File: config.mk
export PLATFORM = sky130hd
export DESIGN_NAME = cgts_switch_ctrl
export DESIGN_NICKNAME = d
export VERILOG_FILES = /design/src/rtl/cgts_pkg.sv /design/src/rtl/cgts_ctx.sv /design/src/rtl/cgts_pick.sv /design/src/rtl/cgts_kill.sv /design/src/rtl/cgts_switch_ctrl.sv
export SDC_FILE = /design/constraint.sdc
export NUM_CORES = 1
export LEC_CHECK = 0
export ABC_AREA = 1
export BUFFER_PORTS_ARGS = -buffer_cell sky130_fd_sc_hd__buf_2
export CELL_PAD_IN_SITES_DETAIL_PLACEMENT = 0
export CELL_PAD_IN_SITES_GLOBAL_PLACEMENT = 2
export CORE_MARGIN = 1.5
export CORE_UTILIZATION = 33
export DETAILED_ROUTE_END_ITERATION = 16
export PLACE_DENSITY_LB_ADDON = 0.1
export SLEW_MARGIN = 20
export SYNTH_ARGS = -nofsm -noshare
export SYNTH_HDL_FRONTEND = slang
export SYNTH_SLANG_ARGS = --single-unit
File: constraint.sdc
create_clock -name clk -period 3.5 [get_ports clk]
set_clock_uncertainty 0.2 [all_clocks]
set_input_delay 0.525 -clock clk [delete_from_list [all_inputs] [get_ports clk]]
set_output_delay 0.525 -clock clk [all_outputs]
set_load 0.1 [all_outputs]
File: src/rtl/cgts_pkg.sv
package cgts_pkg;

  // Modular step used by the thread picker: base is below n, off is at most n.
  function automatic int wrap_add(input int base, input int off, input int n);
    int s;
    s = base + off;
    if (s >= n) s = s - n;
    return s;
  endfunction

endpackage

File: src/rtl/cgts_ctx.sv
// One thread context: program counter and ready flag.
module cgts_ctx #(
  parameter int                PC_W   = 32,
  parameter int                PC_INC = 4,
  parameter logic [PC_W-1:0]   RST_PC = '0
) (
  input  logic            clk,
  input  logic            rst_n,
  input  logic            load_en,
  input  logic [PC_W-1:0] load_pc,
  input  logic            adv_en,
  input  logic            clr_rdy,
  input  logic            set_rdy,
  output logic [PC_W-1:0] pc_o,
  output logic            rdy_o,
  output logic            rdy_nxt_o
);

  logic [PC_W-1:0] pc_q, pc_d;
  logic            pc_en;
  logic            rdy_q, rdy_d;

  always_comb begin
    pc_d  = pc_q;
    pc_en = 1'b0;
    if (load_en) begin
      pc_d  = load_pc;
      pc_en = 1'b1;
    end else if (adv_en) begin
      pc_d  = pc_q + PC_W'(PC_INC);
      pc_en = 1'b1;
    end
    rdy_d = rdy_q;
    if (set_rdy) rdy_d = 1'b1;
    if (clr_rdy) rdy_d = 1'b0;   // a new miss outranks a fill
  end

  always_ff @(posedge clk or negedge rst_n) begin
    if (!rst_n) begin
      pc_q  <= RST_PC;
      rdy_q <= 1'b1;
    end else begin
      if (pc_en) pc_q <= pc_d;
      rdy_q <= rdy_d;
    end
  end

  assign pc_o      = pc_q;
  assign rdy_o     = rdy_q;
  assign rdy_nxt_o = rdy_d;

endmodule

File: src/rtl/cgts_pick.sv
// Finds the first ready thread above the current one, wrapping around.
module cgts_pick
  import cgts_pkg::*;
#(
  parameter int NTHR  = 4,
  parameter int TID_W = 2
) (
  input  logic [NTHR-1:0]  rdy_i,
  input  logic [TID_W-1:0] cur_i,
  output logic             found_o,
  output logic [TID_W-1:0] pick_o
);

  always_comb begin
    logic [TID_W-1:0] idx;
    found_o = 1'b0;
    pick_o  = cur_i;
    for (int off = 1; off <= NTHR; off++) begin
      idx = TID_W'(wrap_add(int'(cur_i), off, NTHR));
      if (!found_o && rdy_i[idx]) begin
        found_o = 1'b1;
        pick_o  = idx;
      end
    end
  end

endmodule

File: src/rtl/cgts_kill.sv
// Per-stage squash: missing thread's instructions at or younger than the miss.
module cgts_kill #(
  parameter int NSTG  = 5,
  parameter int TID_W = 2,
  parameter int STG_W = 3
) (
  input  logic                  ic_hit_i,
  input  logic                  dc_vld_i,
  input  logic [TID_W-1:0]      dc_tid_i,
  input  logic [STG_W-1:0]      dc_stg_i,
  input  logic [NSTG-1:0]       stg_vld_i,
  input  logic [NSTG*TID_W-1:0] stg_tid_i,
  output logic [NSTG-1:0]       kill_o
);

  for (genvar s = 0; s < NSTG; s++) begin : g_stg
    logic [TID_W-1:0] tag;
    logic             dc_hit;
    assign tag    = stg_tid_i[s*TID_W +: TID_W];
    assign dc_hit = dc_vld_i && stg_vld_i[s] && (tag == dc_tid_i)
                    && (STG_W'(s) <= dc_stg_i);
    if (s == 0) begin : g_fetch
      assign kill_o[s] = dc_hit || ic_hit_i;
    end else begin : g_back
      assign kill_o[s] = dc_hit;
    end
  end

endmodule

File: src/rtl/cgts_switch_ctrl.sv
module cgts_switch_ctrl #(
  parameter int              NTHR        = 4,
  parameter int              NSTG        = 5,
  parameter int              PC_W        = 32,
  parameter int              PC_INC      = 4,
  parameter logic [PC_W-1:0] RST_PC_BASE = 'h1000,
  parameter logic [PC_W-1:0] RST_PC_STEP = 'h100,
  localparam int             TID_W       = (NTHR > 1) ? $clog2(NTHR) : 1,
  localparam int             STG_W       = (NSTG > 1) ? $clog2(NSTG) : 1
) (
  input  logic                  clk,
  input  logic                  rst_n,
  input  logic                  fetch_adv,
  input  logic                  ic_miss_vld,
  input  logic [PC_W-1:0]       ic_miss_pc,
  input  logic                  dc_miss_vld,
  input  logic [TID_W-1:0]      dc_miss_tid,
  input  logic [STG_W-1:0]      dc_miss_stg,
  input  logic [PC_W-1:0]       dc_miss_pc,
  input  logic                  fill_done_vld,
  input  logic [TID_W-1:0]      fill_done_tid,
  input  logic [NSTG-1:0]       stg_vld,
  input  logic [NSTG*TID_W-1:0] stg_tid,
  output logic [TID_W-1:0]      act_tid,
  output logic                  fetch_vld,
  output logic [PC_W-1:0]       fetch_pc,
  output logic [NSTG-1:0]       kill
);

  logic [TID_W-1:0] act_q;
  logic             act_en;
  logic [PC_W-1:0]  pc_vec [NTHR];
  logic [NTHR-1:0]  rdy_q, rdy_d;
  logic [NTHR-1:0]  ld_en, adv_en, set_rdy;
  logic [PC_W-1:0]  ld_pc [NTHR];
  logic             ic_hit;
  logic             pick_found;
  logic [TID_W-1:0] pick_tid;

  assign fetch_vld = rdy_q[act_q];
  assign fetch_pc  = pc_vec[act_q];
  assign act_tid   = act_q;
  assign ic_hit    = ic_miss_vld && fetch_vld;

  for (genvar t = 0; t < NTHR; t++) begin : g_thr
    logic dc_mine, ic_mine;
    assign dc_mine    = dc_miss_vld && (dc_miss_tid == TID_W'(t));
    assign ic_mine    = ic_hit && (act_q == TID_W'(t));
    assign ld_en[t]   = dc_mine || ic_mine;
    assign ld_pc[t]   = dc_mine ? dc_miss_pc : ic_miss_pc;  // older miss wins
    assign adv_en[t]  = (act_q == TID_W'(t)) && fetch_vld && fetch_adv && !ic_hit;
    assign set_rdy[t] = fill_done_vld && (fill_done_tid == TID_W'(t));

    cgts_ctx #(
      .PC_W   (PC_W),
      .PC_INC (PC_INC),
      .RST_PC (RST_PC_BASE + PC_W'(t) * RST_PC_STEP)
    ) u_ctx (
      .clk       (clk),
      .rst_n     (rst_n),
      .load_en   (ld_en[t]),
      .load_pc   (ld_pc[t]),
      .adv_en    (adv_en[t]),
      .clr_rdy   (ld_en[t]),
      .set_rdy   (set_rdy[t]),
      .pc_o      (pc_vec[t]),
      .rdy_o     (rdy_q[t]),
      .rdy_nxt_o (rdy_d[t])
    );
  end

  cgts_pick #(
    .NTHR  (NTHR),
    .TID_W (TID_W)
  ) u_pick (
    .rdy_i   (rdy_d),
    .cur_i   (act_q),
    .found_o (pick_found),
    .pick_o  (pick_tid)
  );

  cgts_kill #(
    .NSTG  (NSTG),
    .TID_W (TID_W),
    .STG_W (STG_W)
  ) u_kill (
    .ic_hit_i  (ic_hit),
    .dc_vld_i  (dc_miss_vld),
    .dc_tid_i  (dc_miss_tid),
    .dc_stg_i  (dc_miss_stg),
    .stg_vld_i (stg_vld),
    .stg_tid_i (stg_tid),
    .kill_o    (kill)
  );

  // Switch only when the active thread will not be ready next cycle.
  always_comb begin
    act_en = !rdy_d[act_q] && pick_found;
  end

  always_ff @(posedge clk or negedge rst_n) begin
    if (!rst_n) begin
      act_q <= '0;
    end else if (act_en) begin
      act_q <= pick_tid;
    end
  end

endmodule

Yosys cells after proc, flatten, opt, wreduce, memory -nomap -nowiden. Cells that the tools add are included.

Flip-flop bits (word level): 134. Input bits: 92. Output and inout port bits: 40.

Add/subtract/negate cells: 12. $lt $le $gt $ge: 15. Eq/ne operators: 14. Multiplexer cells: 55. Bitwise logic cells: 1. Reductions and logical operators: 67.

Operator list (count): two-way mux 32 bit (14); adder 32 x 3 -> 32 bit (second input constant) (4); binary-select mux 32 bit (select 2 bit) (1); logical AND 1 bit (44); two-way mux 1 bit (26); two-way mux 2 bit (8); < comparator 2 x 3 -> 1 bit (second input constant) (5); binary-select mux 1 bit (select 2 bit) (6); == test 2 bit (second input constant) (6); greater-or-equal comparator 3 bit (second input constant) (4); == test 2 bit (5); AND reduction 2 bit (5); nonzero test 2 bit (4); subtractor 2 x 1 -> 2 bit (second input constant) (4); adder 2 x 2 -> 3 bit (second input constant) (2); == test 2 x 1 -> 1 bit (second input constant) (3); <= comparator 1 x 3 -> 1 bit (first input constant) (2); <= comparator 2 x 3 -> 1 bit (first input constant) (2); logical NOT 2 bit (3); logical NOT 1 bit (5); logical OR 1 bit (5); adder 2 x 3 -> 4 bit (second input constant) (1); greater-or-equal comparator 4 x 3 -> 1 bit (second input constant) (1); nonzero test 4 bit (1); other kinds (3) (3).

Depth between registers and ports, before layout. Gate-level depths: netlist of run 1.

Depth after elaboration: 20. Depth in mapped cells: 15.

Hierarchy. From an unflattened synthesis of run 1, not the netlist that was laid out.

Cell total of the unflattened synthesis: 1917. Area, all modules: 11935.2 um^2.

By module, submodules not included: cgts_ctx at g_thr[1].u_ctx ... (instances 2, cells each 321, area each 2218.4 um^2, seq. area each 829.5 um^2); cgts_switch_ctrl (instances 1, cells each 536, area each 2565.0 um^2, seq. area each 50.0 um^2); cgts_ctx at g_thr[3].u_ctx (instances 1, cells each 321, area each 2219.6 um^2, seq. area each 830.8 um^2); cgts_ctx at g_thr[0].u_ctx (instances 1, cells each 321, area each 2217.1 um^2, seq. area each 828.3 um^2); cgts_kill (instances 1, cells each 51, area each 265.3 um^2, seq. area each 0.0 um^2); cgts_pick (instances 1, cells each 46, area each 231.5 um^2, seq. area each 0.0 um^2).

Worst setup path before layout of run 1. Ideal clock, no wire load.

Path kind: flip-flop to output port. From: register act_q[0], in the netlist act_tid[0]. To: output port fetch_pc[17]. Data arrival time: 3.316 ns. Path slack: -0.541 ns. Stages on the path, launching flop included: 6. Buffers on the path: 3. Cells stage by stage: dfrtp_1 -> buf_6 -> clkbuf_1 -> clkbuf_1 -> a21oi_1 -> a21oi_1.

Word-level cells in the longest chain between the ends: 4.

RTL lines: start, declared (RTL line cgts_switch_ctrl.sv:30) `logic [TID_W-1:0] act_q;`; start signal, assigned (RTL line cgts_switch_ctrl.sv:105) `act_q <= pick_tid;`; inverter 2 -> 3 bit (implied by the code) (RTL line cgts_switch_ctrl.sv:41) `assign fetch_pc = pc_vec[act_q];`; binary-select mux 32 bit (select 2 bit) (RTL line cgts_switch_ctrl.sv:41); two-way mux 32 bit (implied by the code) (2 in a row) (RTL line cgts_switch_ctrl.sv:41); end, declared (RTL line cgts_switch_ctrl.sv:26) `output logic [PC_W-1:0] fetch_pc,`.

No other way between the ends. The select of a mux whose other input is x is not followed.

Final worst setup path of run 1.
From: register act_q[0], in the netlist act_tid[0]. To: output port fetch_pc[12].

Same word-level chain as after synthesis.

==> results of run 1 <==
through the flow:
stage	cells	utilization	power [W]	area, um2
after floorplan	1715	-	0.00968	11700
after global placement	2227	0.380	0.0132	13100
after detailed placement	2227	0.380	0.0132	13100
after CTS	2259	0.396	0.0150	13700
after global routing	2259	0.396	0.0158	13700
final	2259	0.396	0.0150	13700
synth_stat cells, types with 45 or more instances:
master / number
nand2_1: 352
o21ai_0: 181
inv_1: 161
dfrtp_1: 122
a21oi_1: 109
nor2_1: 107
nand3_1: 97
o211ai_1: 76
xor2_1: 63
nor3_1: 53
nand4_1: 46
clkbuf_1: 45
registers in the layout (all words and copies together), names as in the netlist:
| signal | flops |
|---|---|
| g_thr.u_ctx.pc_o | 128 |
| act_tid | 2 |
| g_thr.u_ctx.rdy_o | 4 |
where the power goes:
| group | internal (W) | total (W) | switching, W |
|---|---|---|---|
| Sequential | 0.00232 | 0.00337 | 0.00106 |
| Clock | 0.00100 | 0.00178 | 0.000778 |
| Combinational | 0.00290 | 0.00988 | 0.00698 |
final timing paths:
path                                                       end  slack [ps]
min reg2reg                 g_thr[1].u_ctx.pc_o[1]$_DFFE_PN0P_         290
min                             g_thr[0].u_ctx.rdy_o$_DFF_PN1_         240
min in group asynchronous   g_thr[1].u_ctx.pc_o[9]$_DFFE_PN0P_         460
max reg2reg                g_thr[0].u_ctx.pc_o[12]$_DFFE_PN1P_         610
max                                               fetch_pc[12]         100
max in group asynchronous  g_thr[1].u_ctx.pc_o[12]$_DFFE_PN1P_        1740
repair_timing:
item                       4_1_cts  5_1_grt
gates resized for setup          0        2
hold buffers                     1        0
hold endpoints to repair        54        0
setup endpoints to repair        0        2
worst max-delay path, cell delays in order (launching register included):
cell and delay (ps):
dfrtp_2 540, inv_4 310, buf_12 340, o21ai_0 200, a21oi_1 430, a21oi_2 110
buf_12 190
metal layers:
metal  part of all wire  track usage  up-vias
met5            0.00025            0        -
met2               0.44        0.477      544
met4              0.018       0.0763        2
met1               0.46        0.454     6277
li1                   -            -     6057
met3              0.075       0.0548       50
cells by family (layout without fill, tap and decap cells):
logic type               after synthesis  after routing  synth area share
multiplexers                           1              1          0.000866
buffers and inverters                281            370             0.102
flip-flops                           134            134             0.291
AND/OR/NAND/NOR                      737            737             0.302
XOR/XNOR                              70             70            0.0530
AO/OA/AOI/OAI                        484            484             0.242
adder cells (fa/ha/maj)                8              8           0.00866
area by class of cell:
class | count | area [um2] | area share
multi-input combinational | 1300 | 7180 | 0.524
sequential | 134 | 3370 | 0.246
inverter | 181 | 684 | 0.0500
clock inverter | 10 | 81.3 | 0.00594
tap | 455 | 569 | 0.0416
clock buffer | 21 | 460 | 0.0336
timing repair buffer | 158 | 1340 | 0.0982
==> results.md, run 1 <==
* Via count at 12900
* Highest-count cells in the layout ignoring fill and taps: 352 x nand2_1, 181 x o21ai_0, 160 x inv_1
* Yosys reg bits at 134
* Kind of end point of the critical path: primary output
* Post-Syn Area at 11600 um2
* Routed Antenna Nets at 0
* Clk sinks at 134
* Largest cells by area after synthesis: dfrtp_1 26%, nand2_1 11%, o21ai_0 7.8%, inv_1 5.2%, o211ai_1 4.9%
* Fin nets at 1892
* Hold WS at 244 ps
* Initial core utilization at 0.335
* Drt drc at 0
* First-pass GRT wire length at 82800 um
* WL/cell at 24.6 um
* Syn Nets at 1815
* Distinct cells, synth at 62
* Register area share after synthesis at 0.291
* CTS Buf Count at 17
* Reg2Reg Depth at 12
* Die ar. at 36200 um2
* RSZ-0062 raised after global routing: false
* Hold WC Path Type: input pin to flop
* Total Routed Length at 55500 um
* CTS tree: done
* Buffers on Ports at 131
* Die height at 190 um
* Synth top area share at 0.264
* Worst path required time at 2770 ps
* Setup CP Type: flop to primary output
* MaxCap Viol Count at 0
* Minimum clock period at 3400 ps
* Slew Limit Fails at 0
* P_leak at 6.06 nW
* Slew @ Worst Pin at 1020 ps
* Synthesized area per cell at 6.74 um2
* Mapped Cells at 1715
* Max Fanout on Critical Path at 76
* Pre-CTS setup slack at 409 ps
* Final clock period utilization by the worst path at 0.973
* Commonest non-fill, non-tap cell in the layout: nand2_1
* CTS max path bufs at 2
* Initial antenna violation count at 1
* Fill cell count at 3791
* Asr flop ratio synth at 1.00
* Number of global-route vias before repair at 12300
* Largest net degree at the start of global routing at 77
* Gr usage total at 0.312
* Hold depth at 3
* Routability cong. at 0.923
* H-Tree Level Count at 4
* Status: finished, final reports clean
* Endpoints failing hold at 0
* DR vias/cell at 5.72
* I/O pin count at 132
* Relative slew slack at 0.312
* Setup TNS at 0 ps
* Clock-pin slew on the worst setup and hold paths at 60 ps
* 1st-iter DRT viols at 1316
* Beginning of the worst register-to-register path: act_tid[0]$_DFFE_PN0P_
* 1st-pass router iterations at 5
* Fmax at 294 MHz
* CTS root buf: clkbuf_16
* PnR worst setup slack at 95.3 ps
* Core Box Area at 34500 um2
* Post-CTS setup buffers at 0
* Pwr per Cell Area at 1100 nW/um2
* Launch point of the worst path: act_tid[0]$_DFFE_PN0P_
* GRT overflow at 0
* Clk_lat worst skew at 450 ps
* Fraction of layout cells with a size suffix above 1 at 0.178
* Startpoint types: flop
* Leading area contributor after synthesis: dfrtp_1
* # setup viols final at 0
* Peak VDD IR at 0.00119 V
* Row Count at 68
* Area grow syn2layout at 18.3%
* Post-synth EDFFs at 0
* ANT cells at 0
* Worst path arrival time at 2680 ps
* Ys flop type: dfrtp_1
* Die W at 190 um
* HP Start: fill_done_vld
* DPL Wire Length at 42800 um
* Synth Warn # at 0
(Power assumes the default switching activity.)
==> inputs of run 2 (changes only) <==
--- a/config.mk
+++ b/config.mk
@@ -13,6 +13,7 @@
 export CORE_UTILIZATION = 33
 export DETAILED_ROUTE_END_ITERATION = 16
 export PLACE_DENSITY_LB_ADDON = 0.1
+export SETUP_SLACK_MARGIN = 0.15
 export SLEW_MARGIN = 20
 export SYNTH_ARGS = -nofsm -noshare
 export SYNTH_HDL_FRONTEND = slang
==> constraint.sdc (replaced) <==
create_clock -name clk -period 3.5 [get_ports clk]
set_clock_uncertainty 0.2 [all_clocks]
set_input_delay 0.175 -clock clk [delete_from_list [all_inputs] [get_ports clk]]
set_output_delay 0.175 -clock clk [all_outputs]
set_load 0.1 [all_outputs]
==> results.md, run 2 (synthesis results as in run 1) <==
* Row Count at 68
* H-Tree Level Count at 4
* CTS Buf Count at 17
* Multi-input logic area at 7170 um2
* P_leak at 5.98 nW
* Area grow syn2layout at 16.8%
* GRT overflow at 0
* Placed Area at 12600 um2
* # setup viols final at 0
* Highest-count cells in the layout ignoring fill and taps: 352 x nand2_1, 181 x o21ai_0, 160 x inv_1
* Post-CTS setup buffers at 0
* Kind of end point of the critical path: primary output
* FF/Latch Area at 3370 um2
* Total Routed Length at 53400 um
* Via count at 12800
* Setup CP Type: flop to primary output
* Fill cell count at 3826
* Peak VDD IR at 0.00129 V
* I/O pin count at 132
* Core Box Area at 34500 um2
* Die W at 190 um
* Hold WC Path Type: input pin to flop
* Die ar. at 36200 um2
* Gr usage total at 0.299
* 1st-iter DRT viols at 1230
* DPL Wire Length at 41200 um
* 1st-pass router iterations at 5
* MaxCap Viol Count at 0
* ANT cells at 0
* Startpoint types: flop
* Clk sinks at 134
* CTS tree: done
* Status: finished, final reports clean
* Fraction of layout cells with a size suffix above 1 at 0.174
* Buffers on Ports at 131
* First-pass GRT wire length at 79500 um
* Pwr per Cell Area at 1020 nW/um2
* Die height at 190 um
* Endpoints failing hold at 0
* Setup TNS at 0 ps
* Routability cong. at 0.881
* Initial core utilization at 0.335
* Largest net degree at the start of global routing at 70
* DR vias/cell at 5.60
* Worst path arrival time at 2860 ps
* Minimum clock period at 3240 ps
* Fmax at 309 MHz
* Slew @ Worst Pin at 948 ps
* Commonest non-fill, non-tap cell in the layout: nand2_1
* Max Fanout on Critical Path at 52
* Initial antenna violation count at 1
* Final clock period utilization by the worst path at 0.924
* Fin area at 13500 um2
* Drt drc at 0
* Routed Antenna Nets at 0
* WL/cell at 23.3 um
* Clock-pin slew on the worst setup and hold paths at 60 ps
* CTS root buf: clkbuf_16
* CTS max path bufs at 2
* Clk_lat worst skew at 450 ps
* Worst path required time at 3120 ps
* Relative slew slack at 0.361
* Fin nets at 1919
* Number of global-route vias before repair at 12200
* Max reg flops at 128
* RSZ-0062 raised after global routing: false
* Slew Limit Fails at 0
## run 2: cell type report
cell class,count,area share
clock buffers,19,0.0335
clock inverters,13,0.00722
inverters,181,0.0509
multi-input cells,1300,0.530
flip-flops and latches,134,0.249
well taps,455,0.0421
repair buffers,185,0.0863
## run 2: routing by layer
layer / routed length [um] / vias up / GRT usage
li1: - / 6102 / -
met3: 3550 / 68 / 0.0470
met2: 23700 / 480 / 0.468
met1: 24700 / 6152 / 0.424
met5: 0 / - / 0
met4: 1410 / 0 / 0.0875
## run 2: worst paths after layout
| kind | from | endpoint | slack [ps] | depth (start not counted) |
|---|---|---|---|---|
| max in group asynchronous | rst_n | g_thr[2].u_ctx.pc_o[27]$_DFFE_PN0P_ | 2080 | 3 |
| setup / recovery | act_tid[0]$_DFFE_PN0P_ | fetch_pc[17] | 260 | 6 |
| setup reg to reg | act_tid[0]$_DFFE_PN0P_ | g_thr[3].u_ctx.pc_o[12]$_DFFE_PN1P_ | 410 | 10 |
| hold reg to reg | g_thr[2].u_ctx.pc_o[1]$_DFFE_PN0P_ | g_thr[2].u_ctx.pc_o[1]$_DFFE_PN0P_ | 290 | 2 |
| hold / removal | dc_miss_pc[21] | g_thr[1].u_ctx.pc_o[21]$_DFFE_PN0P_ | 20 | 3 |
| min in group asynchronous | rst_n | g_thr[1].u_ctx.pc_o[2]$_DFFE_PN0P_ | 130 | 2 |
## run 2: critical path, stage by stage, from the launching register on
cell and delay [ps]:
dfrtp_2 550, inv_6 360, buf_6 380, o21ai_0 240, a21oi_1 440, a21oi_2 90, buf_2 320
## run 2: timing repair
item | in CTS | in global routing
endpoints found under the hold margin | 94 | 0
setup endpoints to repair | 5 | 6
hold buffers | 33 | 0
gates resized for setup | 1 | 1
## run 2: where the power goes
part	internal, W	total, W	switching (W)
combinational	0.00197	0.00862	0.00665
sequential	0.00232	0.00340	0.00108
clock	0.000947	0.00178	0.000831
## run 2: per-stage QoR
| step | instances | setup WS (ps) | util | hold slack [ps] | power (W) |
|---|---|---|---|---|---|
| floorplan | 1715 | 230 | - | -321 | 0.00968 |
| global placement | 2222 | 429 | 0.365 | 57.3 | 0.0119 |
| detailed placement | 2222 | 502 | 0.365 | 54.9 | 0.0119 |
| CTS | 2287 | 181 | 0.391 | 1.88 | 0.0138 |
| global route | 2287 | 167 | 0.391 | 41.6 | 0.0146 |
| finish | 2287 | 265 | 0.391 | 18.3 | 0.0138 |
